File: src/rtl/i2c_fifo_pkg.sv
package i2c_fifo_pkg;
  localparam int REG_ADDR_W = 3;

  localparam logic [REG_ADDR_W-1:0] OFS_TXD  = 3'd0;
  localparam logic [REG_ADDR_W-1:0] OFS_RXD  = 3'd1;
  localparam logic [REG_ADDR_W-1:0] OFS_CTL  = 3'd2;
  localparam logic [REG_ADDR_W-1:0] OFS_FST  = 3'd3;
  localparam logic [REG_ADDR_W-1:0] OFS_ISTS = 3'd4;
  localparam logic [REG_ADDR_W-1:0] OFS_IMSK = 3'd5;

  // interrupt status bit positions
  localparam int INT_PKT    = 7;
  localparam int INT_ALL    = 6;
  localparam int INT_TX_OVF = 5;
  localparam int INT_RX_UNF = 4;
  localparam int INT_NACK   = 3;
  localparam int INT_ARB    = 2;
  localparam int INT_W      = 8;

  // engine event input positions
  localparam int EV_PKT  = 3;
  localparam int EV_ALL  = 2;
  localparam int EV_NACK = 1;
  localparam int EV_ARB  = 0;
  localparam int EV_W    = 4;

  // FIFO control layout
  localparam int CTL_RX_FLUSH    = 0;
  localparam int CTL_TX_FLUSH    = 1;
  localparam int CTL_RX_TRIG_LSB = 2;
  localparam int CTL_TX_TRIG_LSB = 5;
  localparam int TRIG_W          = 3;
  localparam int CTL_W           = 8;
  localparam int NIB_W           = 4;

  typedef struct packed {
    logic txPush;
    logic txPop;
    logic txClear;
    logic rxPush;
    logic rxPop;
    logic rxClear;
  } fifoStrobes_t;
endpackage

File: src/rtl/i2c_word_fifo.sv
module i2c_word_fifo #(
  parameter int WIDTH = 32,
  parameter int DEPTH = 8
) (
  input  logic                             clk,
  input  logic                             rstN,
  input  logic                             push,
  input  logic [WIDTH-1:0]                 pushData,
  input  logic                             pop,
  input  logic                             clear,
  output logic [WIDTH-1:0]                 head,
  output logic [$clog2(DEPTH+1)-1:0]       count
);
  localparam int PTR_W = (DEPTH > 1) ? $clog2(DEPTH) : 1;
  localparam int CNT_W = $clog2(DEPTH + 1);

  logic [WIDTH-1:0] mem [DEPTH];
  logic [PTR_W-1:0] wrPtr, rdPtr;
  logic pushOk, popOk;

  assign pushOk = push && (count != CNT_W'(DEPTH));
  assign popOk  = pop && (count != '0);
  assign head   = mem[rdPtr];

  function automatic logic [PTR_W-1:0] nextPtr(input logic [PTR_W-1:0] p);
    return (p == PTR_W'(DEPTH - 1)) ? '0 : p + 1'b1;
  endfunction

  always_ff @(posedge clk) begin
    if (pushOk && !clear) mem[wrPtr] <= pushData;
  end

  always_ff @(posedge clk or negedge rstN) begin
    if (!rstN) begin
      wrPtr <= '0;
      rdPtr <= '0;
      count <= '0;
    end else if (clear) begin
      wrPtr <= '0;
      rdPtr <= '0;
      count <= '0;
    end else begin
      if (pushOk) wrPtr <= nextPtr(wrPtr);
      if (popOk)  rdPtr <= nextPtr(rdPtr);
      case ({pushOk, popOk})
        2'b10:   count <= count + 1'b1;
        2'b01:   count <= count - 1'b1;
        default: count <= count;
      endcase
    end
  end

  // occupancy never exceeds the depth
  assert_count_bound_R2: assert property (@(posedge clk) disable iff (!rstN)
    count <= CNT_W'(DEPTH));

  // a clear leaves the queue empty on the next cycle
  assert_clear_empties_R4: assert property (@(posedge clk) disable iff (!rstN)
    clear |=> (count == '0));
endmodule

File: src/rtl/i2c_fifo_datapath.sv
module i2c_fifo_datapath
  import i2c_fifo_pkg::*;
#(
  parameter int DATA_W = 32,
  parameter int DEPTH  = 8
) (
  input  logic                        clk,
  input  logic                        rstN,
  input  fifoStrobes_t                stb,
  input  logic [DATA_W-1:0]           txWrData,
  input  logic [DATA_W-1:0]           rxWrData,
  output logic [DATA_W-1:0]           txHead,
  output logic [DATA_W-1:0]           rxHead,
  output logic [$clog2(DEPTH+1)-1:0]  txCount,
  output logic [$clog2(DEPTH+1)-1:0]  rxCount,
  output logic                        txNotEmpty
);
  i2c_word_fifo #(.WIDTH(DATA_W), .DEPTH(DEPTH)) u_txFifo (
    .clk(clk), .rstN(rstN),
    .push(stb.txPush), .pushData(txWrData),
    .pop(stb.txPop), .clear(stb.txClear),
    .head(txHead), .count(txCount)
  );

  i2c_word_fifo #(.WIDTH(DATA_W), .DEPTH(DEPTH)) u_rxFifo (
    .clk(clk), .rstN(rstN),
    .push(stb.rxPush), .pushData(rxWrData),
    .pop(stb.rxPop), .clear(stb.rxClear),
    .head(rxHead), .count(rxCount)
  );

  assign txNotEmpty = (txCount != '0);
endmodule

File: src/rtl/i2c_reg_ctrl.sv
module i2c_reg_ctrl
  import i2c_fifo_pkg::*;
#(
  parameter int DATA_W = 32,
  parameter int DEPTH  = 8
) (
  input  logic                        clk,
  input  logic                        rstN,
  input  logic                        regWrEn,
  input  logic                        regRdEn,
  input  logic [REG_ADDR_W-1:0]       regAddr,
  input  logic [CTL_W-1:0]            ctlWrData,
  input  logic                        engTxPop,
  input  logic                        engRxPush,
  input  logic [EV_W-1:0]             engEvents,
  input  logic [$clog2(DEPTH+1)-1:0]  txCount,
  input  logic [$clog2(DEPTH+1)-1:0]  rxCount,
  input  logic [DATA_W-1:0]           rxHead,
  output fifoStrobes_t                stb,
  output logic [DATA_W-1:0]           regRdData,
  output logic                        irqOut
);
  localparam int CNT_W = $clog2(DEPTH + 1);

  logic wrTxd, rdRxd, wrCtl, wrSts, wrMsk;
  logic txFull, rxEmpty;
  logic [1:0] flushBusy, flushNow;
  logic [TRIG_W-1:0] txTrig, rxTrig;
  logic [CNT_W-1:0] txFree;
  logic txReq, rxReq;
  logic ovfEvt, unfEvt;
  logic [INT_W-1:INT_ARB] latched, setVec, clrVec;
  logic [INT_W-1:0] statusVec, intMask;
  logic [DATA_W-1:0] rdMux;

  assign wrTxd = regWrEn && (regAddr == OFS_TXD);
  assign rdRxd = regRdEn && (regAddr == OFS_RXD);
  assign wrCtl = regWrEn && (regAddr == OFS_CTL);
  assign wrSts = regWrEn && (regAddr == OFS_ISTS);
  assign wrMsk = regWrEn && (regAddr == OFS_IMSK);

  assign txFull  = (txCount == CNT_W'(DEPTH));
  assign rxEmpty = (rxCount == '0);

  // flush sequencers: index 0 = receive, index 1 = transmit (matches control bits)
  for (genvar ch = 0; ch < 2; ch++) begin : gFlush
    logic [1:0] cnt;
    always_ff @(posedge clk or negedge rstN) begin
      if (!rstN)                         cnt <= '0;
      else if (wrCtl && ctlWrData[ch])   cnt <= 2'd2;
      else if (cnt != '0)                cnt <= cnt - 2'd1;
    end
    assign flushBusy[ch] = (cnt != '0);
    assign flushNow[ch]  = (cnt == 2'd1);
  end

  always_ff @(posedge clk or negedge rstN) begin
    if (!rstN) begin
      txTrig <= '0;
      rxTrig <= '0;
    end else if (wrCtl) begin
      txTrig <= ctlWrData[CTL_TX_TRIG_LSB +: TRIG_W];
      rxTrig <= ctlWrData[CTL_RX_TRIG_LSB +: TRIG_W];
    end
  end

  assign txFree = CNT_W'(DEPTH) - txCount;
  assign txReq  = (txFree >= CNT_W'(txTrig));
  assign rxReq  = (rxCount > CNT_W'(rxTrig));

  assign ovfEvt = wrTxd && txFull;
  assign unfEvt = rdRxd && rxEmpty;

  assign setVec = {engEvents[EV_PKT], engEvents[EV_ALL], ovfEvt, unfEvt,
                   engEvents[EV_NACK], engEvents[EV_ARB]};
  assign clrVec = wrSts ? ctlWrData[INT_W-1:INT_ARB] : '0;

  always_ff @(posedge clk or negedge rstN) begin
    if (!rstN) latched <= '0;
    else       latched <= (latched & ~clrVec) | setVec;
  end

  assign statusVec = {latched, txReq, rxReq};

  always_ff @(posedge clk or negedge rstN) begin
    if (!rstN)      intMask <= '0;
    else if (wrMsk) intMask <= ctlWrData;
  end

  always_ff @(posedge clk or negedge rstN) begin
    if (!rstN) irqOut <= 1'b0;
    else       irqOut <= |(statusVec & intMask);
  end

  always_comb begin
    case (regAddr)
      OFS_RXD:  rdMux = rxEmpty ? '0 : rxHead;
      OFS_CTL:  rdMux = DATA_W'({txTrig, rxTrig, flushBusy});
      OFS_FST:  rdMux = DATA_W'({NIB_W'(txFree), NIB_W'(rxCount)});
      OFS_ISTS: rdMux = DATA_W'(statusVec);
      OFS_IMSK: rdMux = DATA_W'(intMask);
      default:  rdMux = '0;
    endcase
  end

  always_ff @(posedge clk or negedge rstN) begin
    if (!rstN)        regRdData <= '0;
    else if (regRdEn) regRdData <= rdMux;
  end

  always_comb begin
    stb.txPush  = wrTxd && !txFull;
    stb.txPop   = engTxPop;
    stb.txClear = flushNow[CTL_TX_FLUSH];
    stb.rxPush  = engRxPush;
    stb.rxPop   = rdRxd;
    stb.rxClear = flushNow[CTL_RX_FLUSH];
  end

  // the edge that ends a transmit flush leaves the queue empty
  assert_tx_flush_done_R4: assert property (@(posedge clk) disable iff (!rstN)
    flushNow[CTL_TX_FLUSH] |=> (txCount == '0));

  // a write into a full transmit queue raises overflow
  assert_no_overflow_R6: assert property (@(posedge clk) disable iff (!rstN)
    (wrTxd && txFull) |=> latched[INT_TX_OVF]);

  // a read of an empty receive queue raises underflow
  assert_underflow_flag_R7: assert property (@(posedge clk) disable iff (!rstN)
    (rdRxd && rxEmpty) |=> latched[INT_RX_UNF]);

  // clearing the packet bit with no new event leaves it low
  assert_w1c_clears_R9: assert property (@(posedge clk) disable iff (!rstN)
    (wrSts && ctlWrData[INT_PKT] && !engEvents[EV_PKT]) |=> !latched[INT_PKT]);

  // with an all-zero mask the line stays low next cycle
  assert_masked_quiet_R10: assert property (@(posedge clk) disable iff (!rstN)
    (intMask == '0) |=> !irqOut);
endmodule

File: src/rtl/i2c_fifo_irq_unit.sv
module i2c_fifo_irq_unit
  import i2c_fifo_pkg::*;
#(
  parameter int DATA_W = 32,
  parameter int DEPTH  = 8
) (
  input  logic                  clk,
  input  logic                  rstN,
  input  logic                  regWrEn,
  input  logic                  regRdEn,
  input  logic [REG_ADDR_W-1:0] regAddr,
  input  logic [DATA_W-1:0]     regWrData,
  output logic [DATA_W-1:0]     regRdData,
  input  logic                  engTxPop,
  output logic [DATA_W-1:0]     engTxData,
  output logic                  engTxValid,
  input  logic                  engRxPush,
  input  logic [DATA_W-1:0]     engRxData,
  input  logic [EV_W-1:0]       engEvents,
  output logic                  irqOut
);
  localparam int CNT_W = $clog2(DEPTH + 1);

  fifoStrobes_t stb;
  logic [CNT_W-1:0] txCount, rxCount;
  logic [DATA_W-1:0] rxHead;

  i2c_reg_ctrl #(.DATA_W(DATA_W), .DEPTH(DEPTH)) u_ctrl (
    .clk(clk), .rstN(rstN),
    .regWrEn(regWrEn), .regRdEn(regRdEn), .regAddr(regAddr),
    .ctlWrData(regWrData[CTL_W-1:0]),
    .engTxPop(engTxPop), .engRxPush(engRxPush), .engEvents(engEvents),
    .txCount(txCount), .rxCount(rxCount), .rxHead(rxHead),
    .stb(stb), .regRdData(regRdData), .irqOut(irqOut)
  );

  i2c_fifo_datapath #(.DATA_W(DATA_W), .DEPTH(DEPTH)) u_data (
    .clk(clk), .rstN(rstN), .stb(stb),
    .txWrData(regWrData), .rxWrData(engRxData),
    .txHead(engTxData), .rxHead(rxHead),
    .txCount(txCount), .rxCount(rxCount),
    .txNotEmpty(engTxValid)
  );
endmodule

File: config.mk
export PLATFORM = sky130hd
export DESIGN_NAME = i2c_fifo_irq_unit
export DESIGN_NICKNAME = d
export VERILOG_FILES = /design/src/rtl/i2c_fifo_pkg.sv /design/src/rtl/i2c_word_fifo.sv /design/src/rtl/i2c_fifo_datapath.sv /design/src/rtl/i2c_reg_ctrl.sv /design/src/rtl/i2c_fifo_irq_unit.sv
export SDC_FILE = /design/constraint.sdc
export NUM_CORES = 1
export LEC_CHECK = 0
export BUFFER_PORTS_ARGS = -buffer_cell sky130_fd_sc_hd__buf_2
export CAP_MARGIN = 25
export CORE_MARGIN = 4
export CORE_UTILIZATION = 44
export DETAILED_ROUTE_END_ITERATION = 16
export GPL_TIMING_DRIVEN = 0
export PLACE_DENSITY = 0.64
export SYNTH_ARGS = -nofsm -noshare
export SYNTH_HDL_FRONTEND = slang
export SYNTH_SLANG_ARGS = --single-unit
File: constraint.sdc
create_clock -name clk -period 5.35 [get_ports clk]
set_clock_uncertainty 0.05 [all_clocks]
set_input_delay 0.2675 -clock clk [delete_from_list [all_inputs] [get_ports clk]]
set_output_delay 0.2675 -clock clk [all_outputs]
set_load 0.03 [all_outputs]
# ---- After elaboration in Yosys (flattened, before gate mapping)
# Memories as Yosys holds them, arrays and structs flattened.
# Cells that the tools add are included.
dict set report op_classes {
  n_addsub 11
  mul 0
  n_div 0
  order_cmp 2
  n_eq_ne 18
  shift 0
  n_mux 27
  n_bitwise 4
  reduce_logical 34
}
# cell n
set ops {}
lappend ops {{$pmux 32 s5} 1}
lappend ops {{$mux 3} 12}
lappend ops {{$mux 32} 1}
lappend ops {{$eq 3x3->1 const B} 6}
lappend ops {{$logic_and 1x1->1} 16}
lappend ops {{$pmux 4 s2} 2}
lappend ops {{$reduce_bool 2->1} 8}
lappend ops {{$add 3x1->3 const B} 4}
lappend ops {{$add 4x1->4 const B} 2}
lappend ops {{$and 8x8->8} 1}
lappend ops {{$eq 2x1->1 const B} 4}
lappend ops {{$mux 2} 4}
lappend ops {{$mux 4} 2}
lappend ops {{$ne 4x4->1 const B} 2}
lappend ops {{$reduce_bool 4->1} 2}
lappend ops {{$reduce_or 8->1} 1}
lappend ops {{$sub 4x1->4 const B} 2}
lappend ops {{$and 6x6->6} 1}
lappend ops {{$eq 3x2->1 const B} 2}
lappend ops {{$mux 6} 1}
lappend ops {{$not 6->6} 1}
lappend ops {{$or 6x6->6} 1}
lappend ops {{$reduce_bool 3->1} 2}
lappend ops {{$eq 2x2->1 const B} 2}
lappend ops {{10 further kinds} 16}
dict set report totals {
  ff_bits 77
  latch_bits 0
  ramBits 512
  romBits 0
  input_bits 77
  wordCells 112
  memories 2
}
# name words width rd rd_ports_with_merged_regs wr line_no
set mem_list {}
lappend mem_list {u_data.u_rxFifo.mem 8 32 1 0 1 i2c_word_fifo.sv:17} ;# logic [WIDTH-1:0] mem [DEPTH];
lappend mem_list {u_data.u_txFifo.mem 8 32 1 0 1 i2c_word_fifo.sv:17}

# ---- Logic depth before layout (Yosys ltp)
dict set report logic_depth {
  depth_word 7
  ltp_mapped 11
}

# ---- By module
# From an unflattened synthesis, not the netlist that was laid out.
dict set report unflattened {
  cells_unflattened 1151
  hier_area_um2 23586.4
}
# module instances cells_each area_each_um2 seq_area_each_um2
set modules_own_cells {}
lappend modules_own_cells {{i2c_word_fifo (u_data.u_rxFifo)} 1 454 10381.2 7937.6}
lappend modules_own_cells {{i2c_word_fifo (u_data.u_txFifo)} 1 447 10328.7 7937.6}
lappend modules_own_cells {i2c_reg_ctrl 1 249 2869.0 1426.4}
lappend modules_own_cells {i2c_fifo_datapath 1 1 7.5 0.0}

# ---- Worst setup path before layout
# Ideal clock, no wire load.
dict set report synth_timing {
  path_type {reg-to-reg}
  startpoint {register u_data.u_rxFifo.count[3]}
  endpoint {memory u_data.u_rxFifo.mem[0][0] (enable)}
  t_arrival_ns 3.482
  required_time_ns 4.839
  path_slack_ns 1.357
  stages_incl_launch_ff 7
  path_buffers 2
  period_less_slack_ns 3.993
  path_cell_list {dfrtp_1 -> clkbuf_4 -> or4b_4 -> buf_6 -> nand2_1 -> or3_1 -> nor3_1}
}
dict set report synth_via {
  elab_chain_cells 5
}
# element line_no
set synth_rtl {}
lappend synth_rtl {{start, declared} i2c_word_fifo.sv:12} ;# output logic [$clog2(DEPTH+1)-1:0] count
lappend synth_rtl {{start signal, assigned} i2c_word_fifo.sv:46} ;# 2'b10: count <= count + 1'b1;
lappend synth_rtl {{start signal, assigned} i2c_word_fifo.sv:47} ;# 2'b01: count <= count - 1'b1;
lappend synth_rtl {{start signal, assigned} i2c_word_fifo.sv:48} ;# default: count <= count;
lappend synth_rtl {{$ne 4x4->1} i2c_word_fifo.sv:21} ;# assign pushOk = push && (count != CNT_W'(DEPTH));
lappend synth_rtl {{$logic_and 1x1->1} i2c_word_fifo.sv:21}
lappend synth_rtl {{$logic_and 1x1->1} i2c_word_fifo.sv:30} ;# if (pushOk && !clear) mem[wrPtr] <= pushData;
lappend synth_rtl {{$mux 1} i2c_word_fifo.sv:30}
lappend synth_rtl {{$mux 1 (not written as such)} i2c_word_fifo.sv:30}
lappend synth_rtl {{end, declared} i2c_word_fifo.sv:17}
# Every way passes these cells.

# ---- Final worst setup path
dict set report layout_timing {
  startpoint {register u_data.u_txFifo.rdPtr[1]}
  endpoint {output engTxData[29]}
}
dict set report layout_via {
  elab_chain_cells 1
}
# element line_no
set layout_rtl {}
lappend layout_rtl {{start, declared} i2c_word_fifo.sv:18} ;# logic [PTR_W-1:0] wrPtr, rdPtr;
lappend layout_rtl {{start signal, assigned} i2c_word_fifo.sv:44} ;# if (popOk) rdPtr <= nextPtr(rdPtr);
lappend layout_rtl {{$mem_v2 8x32} --}
lappend layout_rtl {{end, declared} i2c_fifo_irq_unit.sv:15} ;# output logic [DATA_W-1:0] engTxData,
# Every way passes these cells.

==> flow_summary.toml <==
[sta]
grt_setup_unrepaired = "false"
worst_pin_slew_ps = 991.7
setup_viol = 0
timing.final.crit_share = 0.6079
report.final.slew_viol_count = 0
clock.fmax_ghz = 0.3075
slew_headroom = 0.3353
timing.final.hold_violations = 0
finalCriticalPeriod_ps = 3252
setup_ws_ps = 2098

[route]
drtIter0Drc = 821
drc = 0
wl_per_cell_um = 23.05
ant_nets = 0
drt_first_pass_iters = 5
vias = 11920
wl_um = 50790
via_per_inst = 5.409

[clock_network]
cts_root_buf = "clkbuf_16"
post_cts_resized = 0
clock-sinks = 589
cts_max_level = 2
clkTransAtPathRegs_ps = 60
clockBufferDepth = 3
clk_latency_ps = 600
numCtsBuffers = 59
cts_tree = "built"

[pwr]
ir_worst_vdd_v = 0.0003197
power_leakage_uw = 0.009499
cellPowerDensity_mw_per_mm2 = 439.9

[worst_hold_path]
hold_path_class = "in -> reg"
holdPathEnd = "u_ctrl.latched[5]$_DFF_PN0_"
min_from = "regAddr[2]"
hold_depth = 3

[synthesis]
synthTopCellsByArea = "edfxtp_1 66%, mux4_2 12%, dfrtp_1 8.3%"
ys.flop_type = "edfxtp_1"
synth-edff-count = 512
yosys_warnings = 0
synthesis.area_sq_mm = 0.02325
synth_seq_cells = 589
yosys.area.top_type = "edfxtp_1"
synthCells = 1160
synth_top_area_frac = 0.6612
syn_area_per_cell_sq_um = 20.05
yosysSeqAreaShare = 0.7441
synth_cell_types = 67
syn-num-nets = 1259
async_reset_ff_frac = 0.1307

[global_route]
track_usage = 0.1806
grt_pass1_vias = 12750
grt_overflow = 0
grt_max_degree = 43
grt_pass1_wl_um = 78110
antenna_found_initial = 5

[place]
place_congestion = 0.7998
port_buffers = 141
dp_hpwl_um = 33640
pre_cts_slack_ps = 2195

[worst_setup_path]
worstPathArrival_ps = 2930
r2r-start = "u_data.u_txFifo.count[0]$_DFFE_PN0P_"
path_class = "reg -> out"
critPathLaunchType = "register"
r2r_cells = 7
reg2reg_to = "u_data.u_txFifo.mem[7][31]$_DFFE_PP_"
cp.required_ps = 5030
end_kind = "output pin"
critical_path_peak_fanout = 10
r2r_slack_ps = 2330

[flow_run]
maxCapViolCount = 0

[floorplanning]
start_util = 0.4487
fp-row-count = 83
io_pins = 143
die_area_sq_mm = 0.05659
core_area_sq_mm = 0.05182
die_y_um = 237.9
fp.dieW_um = 237.9

[status]
status = "finished, final reports clean"

[layout]
fill_cells = 4025
finalCoreUtilization = 0.5421
nNetsFinal = 1569
drive_gt1_frac = 0.3167
area_growth_pct = 20.82
[cell usage after synthesis, types with 3 or more instances]
| cell | count |
|---|---|
| mux2i_1 | 40 |
| a21o_1 | 4 |
| dfrtp_1 | 77 |
| buf_2 | 18 |
| a221oi_1 | 3 |
| nand2_1 | 38 |
| inv_1 | 41 |
| o21ai_0 | 12 |
| or3_1 | 7 |
| o221ai_1 | 5 |
| nor2_1 | 25 |
| o21ai_1 | 6 |
| xor2_1 | 3 |
| clkbuf_1 | 27 |
| mux2_2 | 44 |
| nand2b_1 | 4 |
| nand3_1 | 5 |
| nand3b_1 | 3 |
| a31oi_1 | 4 |
| nor2b_1 | 9 |
| o31ai_1 | 3 |
| nand4b_1 | 5 |
| buf_1 | 6 |
| a22oi_1 | 3 |
| nor3b_1 | 6 |
| o22ai_1 | 24 |
| o211ai_1 | 3 |
| ha_1 | 22 |
| a21oi_1 | 18 |
| nor3_1 | 10 |
| mux4_2 | 128 |
| edfxtp_1 | 512 |
| a22o_1 | 3 |
[sequential cells by signal, indices dropped and copies added (netlist names)]
register / count
u_ctrl.gFlush.cnt: 4
u_ctrl.intMask: 8
u_ctrl.irqOut: 1
u_ctrl.latched: 6
u_ctrl.regRdData: 32
u_ctrl.rxTrig: 3
u_ctrl.txTrig: 3
u_data.u_rxFifo.count: 4
u_data.u_rxFifo.mem: 256
u_data.u_rxFifo.rdPtr: 3
u_data.u_rxFifo.wrPtr: 3
u_data.u_txFifo.count: 4
u_data.u_txFifo.mem: 256
u_data.u_txFifo.rdPtr: 3
u_data.u_txFifo.wrPtr: 3
[metal layers]
metal,track usage,vias up,routed length [um]
met5,0,-,27
met4,0.03344,4,694
met3,0.03467,60,2668
met2,0.3216,291,26720
met1,0.2354,6190,20680
li1,-,5377,-
[power breakdown]
part	internal, uW	switching, uW
combinational	1270	1640
sequential	5360	177
clock	2240	1670
total	8870	3490
[layout make-up]
class                           count  area [sq um]  share of cell area
Sequential cell                   589         17300              0.6158
Multi-Input combinational cell    474          5650              0.2011
Timing Repair Buffer              249          2019             0.07188
Clock buffer                       81          1642             0.05843
Tap cell                          680         850.8             0.03028
Buffer                             54         244.0            0.008684
Clock inverter                     29         212.7            0.007571
Inverter                           43         161.4            0.005745
Antenna cell                        5         12.51           0.0004454
[layout by cell type (no fill, tap or decap), types with 10 or more instances in the layout]
cell type	n
clkinv_1	10
mux4_2	128
clkinv_2	11
nand2_1	38
buf_6	18
edfxtp_1	512
nor2_1	15
dfrtp_1	77
nor2_4	10
clkbuf_1	43
mux2i_1	40
ha_1	22
inv_1	41
clkbuf_16	61
o21ai_0	12
o22ai_1	24
a21oi_1	18
buf_2	158
dlygate4sd3_1	74
mux2_2	44
[cells by family after synthesis]
family / synth area share
buf+inv: 0.01743
simple gates: 0.02927
mux: 0.1636
compound gates: 0.03186
xor+xnor: 0.001884
fa+ha+maj: 0.01184
flops: 0.7441
[metrics by stage]
stage	power [uW]	std cells	hold WS [ps]	TNS (ps)	instance area, sq um
floorplan	7612	1160	-78.09	0	23250
global placement	8393	1981	400.6	-217370	24810
finish	12360	2204	117.5	0	28090
detailed placement	8523	2013	227.9	0	25460
global route	12950	2201	113.9	0	28090
CTS	12500	2197	77.13	0	28050
[worst max-delay path by stage]
stage / endpoint / cells past startpoint / from
4_1_cts: engTxData[28] / 5 / u_data.u_txFifo.rdPtr[1]$_DFFE_PN0P_
3_3_place_gp: u_data.u_txFifo.mem[0][9]$_DFFE_PP_ / 5 / regAddr[1]
5_1_grt: engTxData[29] / 5 / u_data.u_txFifo.rdPtr[1]$_DFFE_PN0P_
6_report: engTxData[29] / 5 / u_data.u_txFifo.rdPtr[1]$_DFFE_PN0P_
2_1_floorplan: u_data.u_rxFifo.mem[0][0]$_DFFE_PP_ / 6 / u_data.u_rxFifo.count[3]$_DFFE_PN0P_
3_5_place_dp: u_data.u_txFifo.mem[3][8]$_DFFE_PP_ / 7 / regAddr[1]
[timing repair]
item,CTS,global route
buffers inserted,0,0
hold endpoints to repair,563,0
hold buffers,74,0
[critical path, stage by stage (launching register included)]
cell	delay (ps)
dfrtp_1	370
clkbuf_1	440
clkbuf_1	660
mux4_2	400
mux2_2	290
buf_2	180
Note: power is estimated with default switching activity, not from simulation.
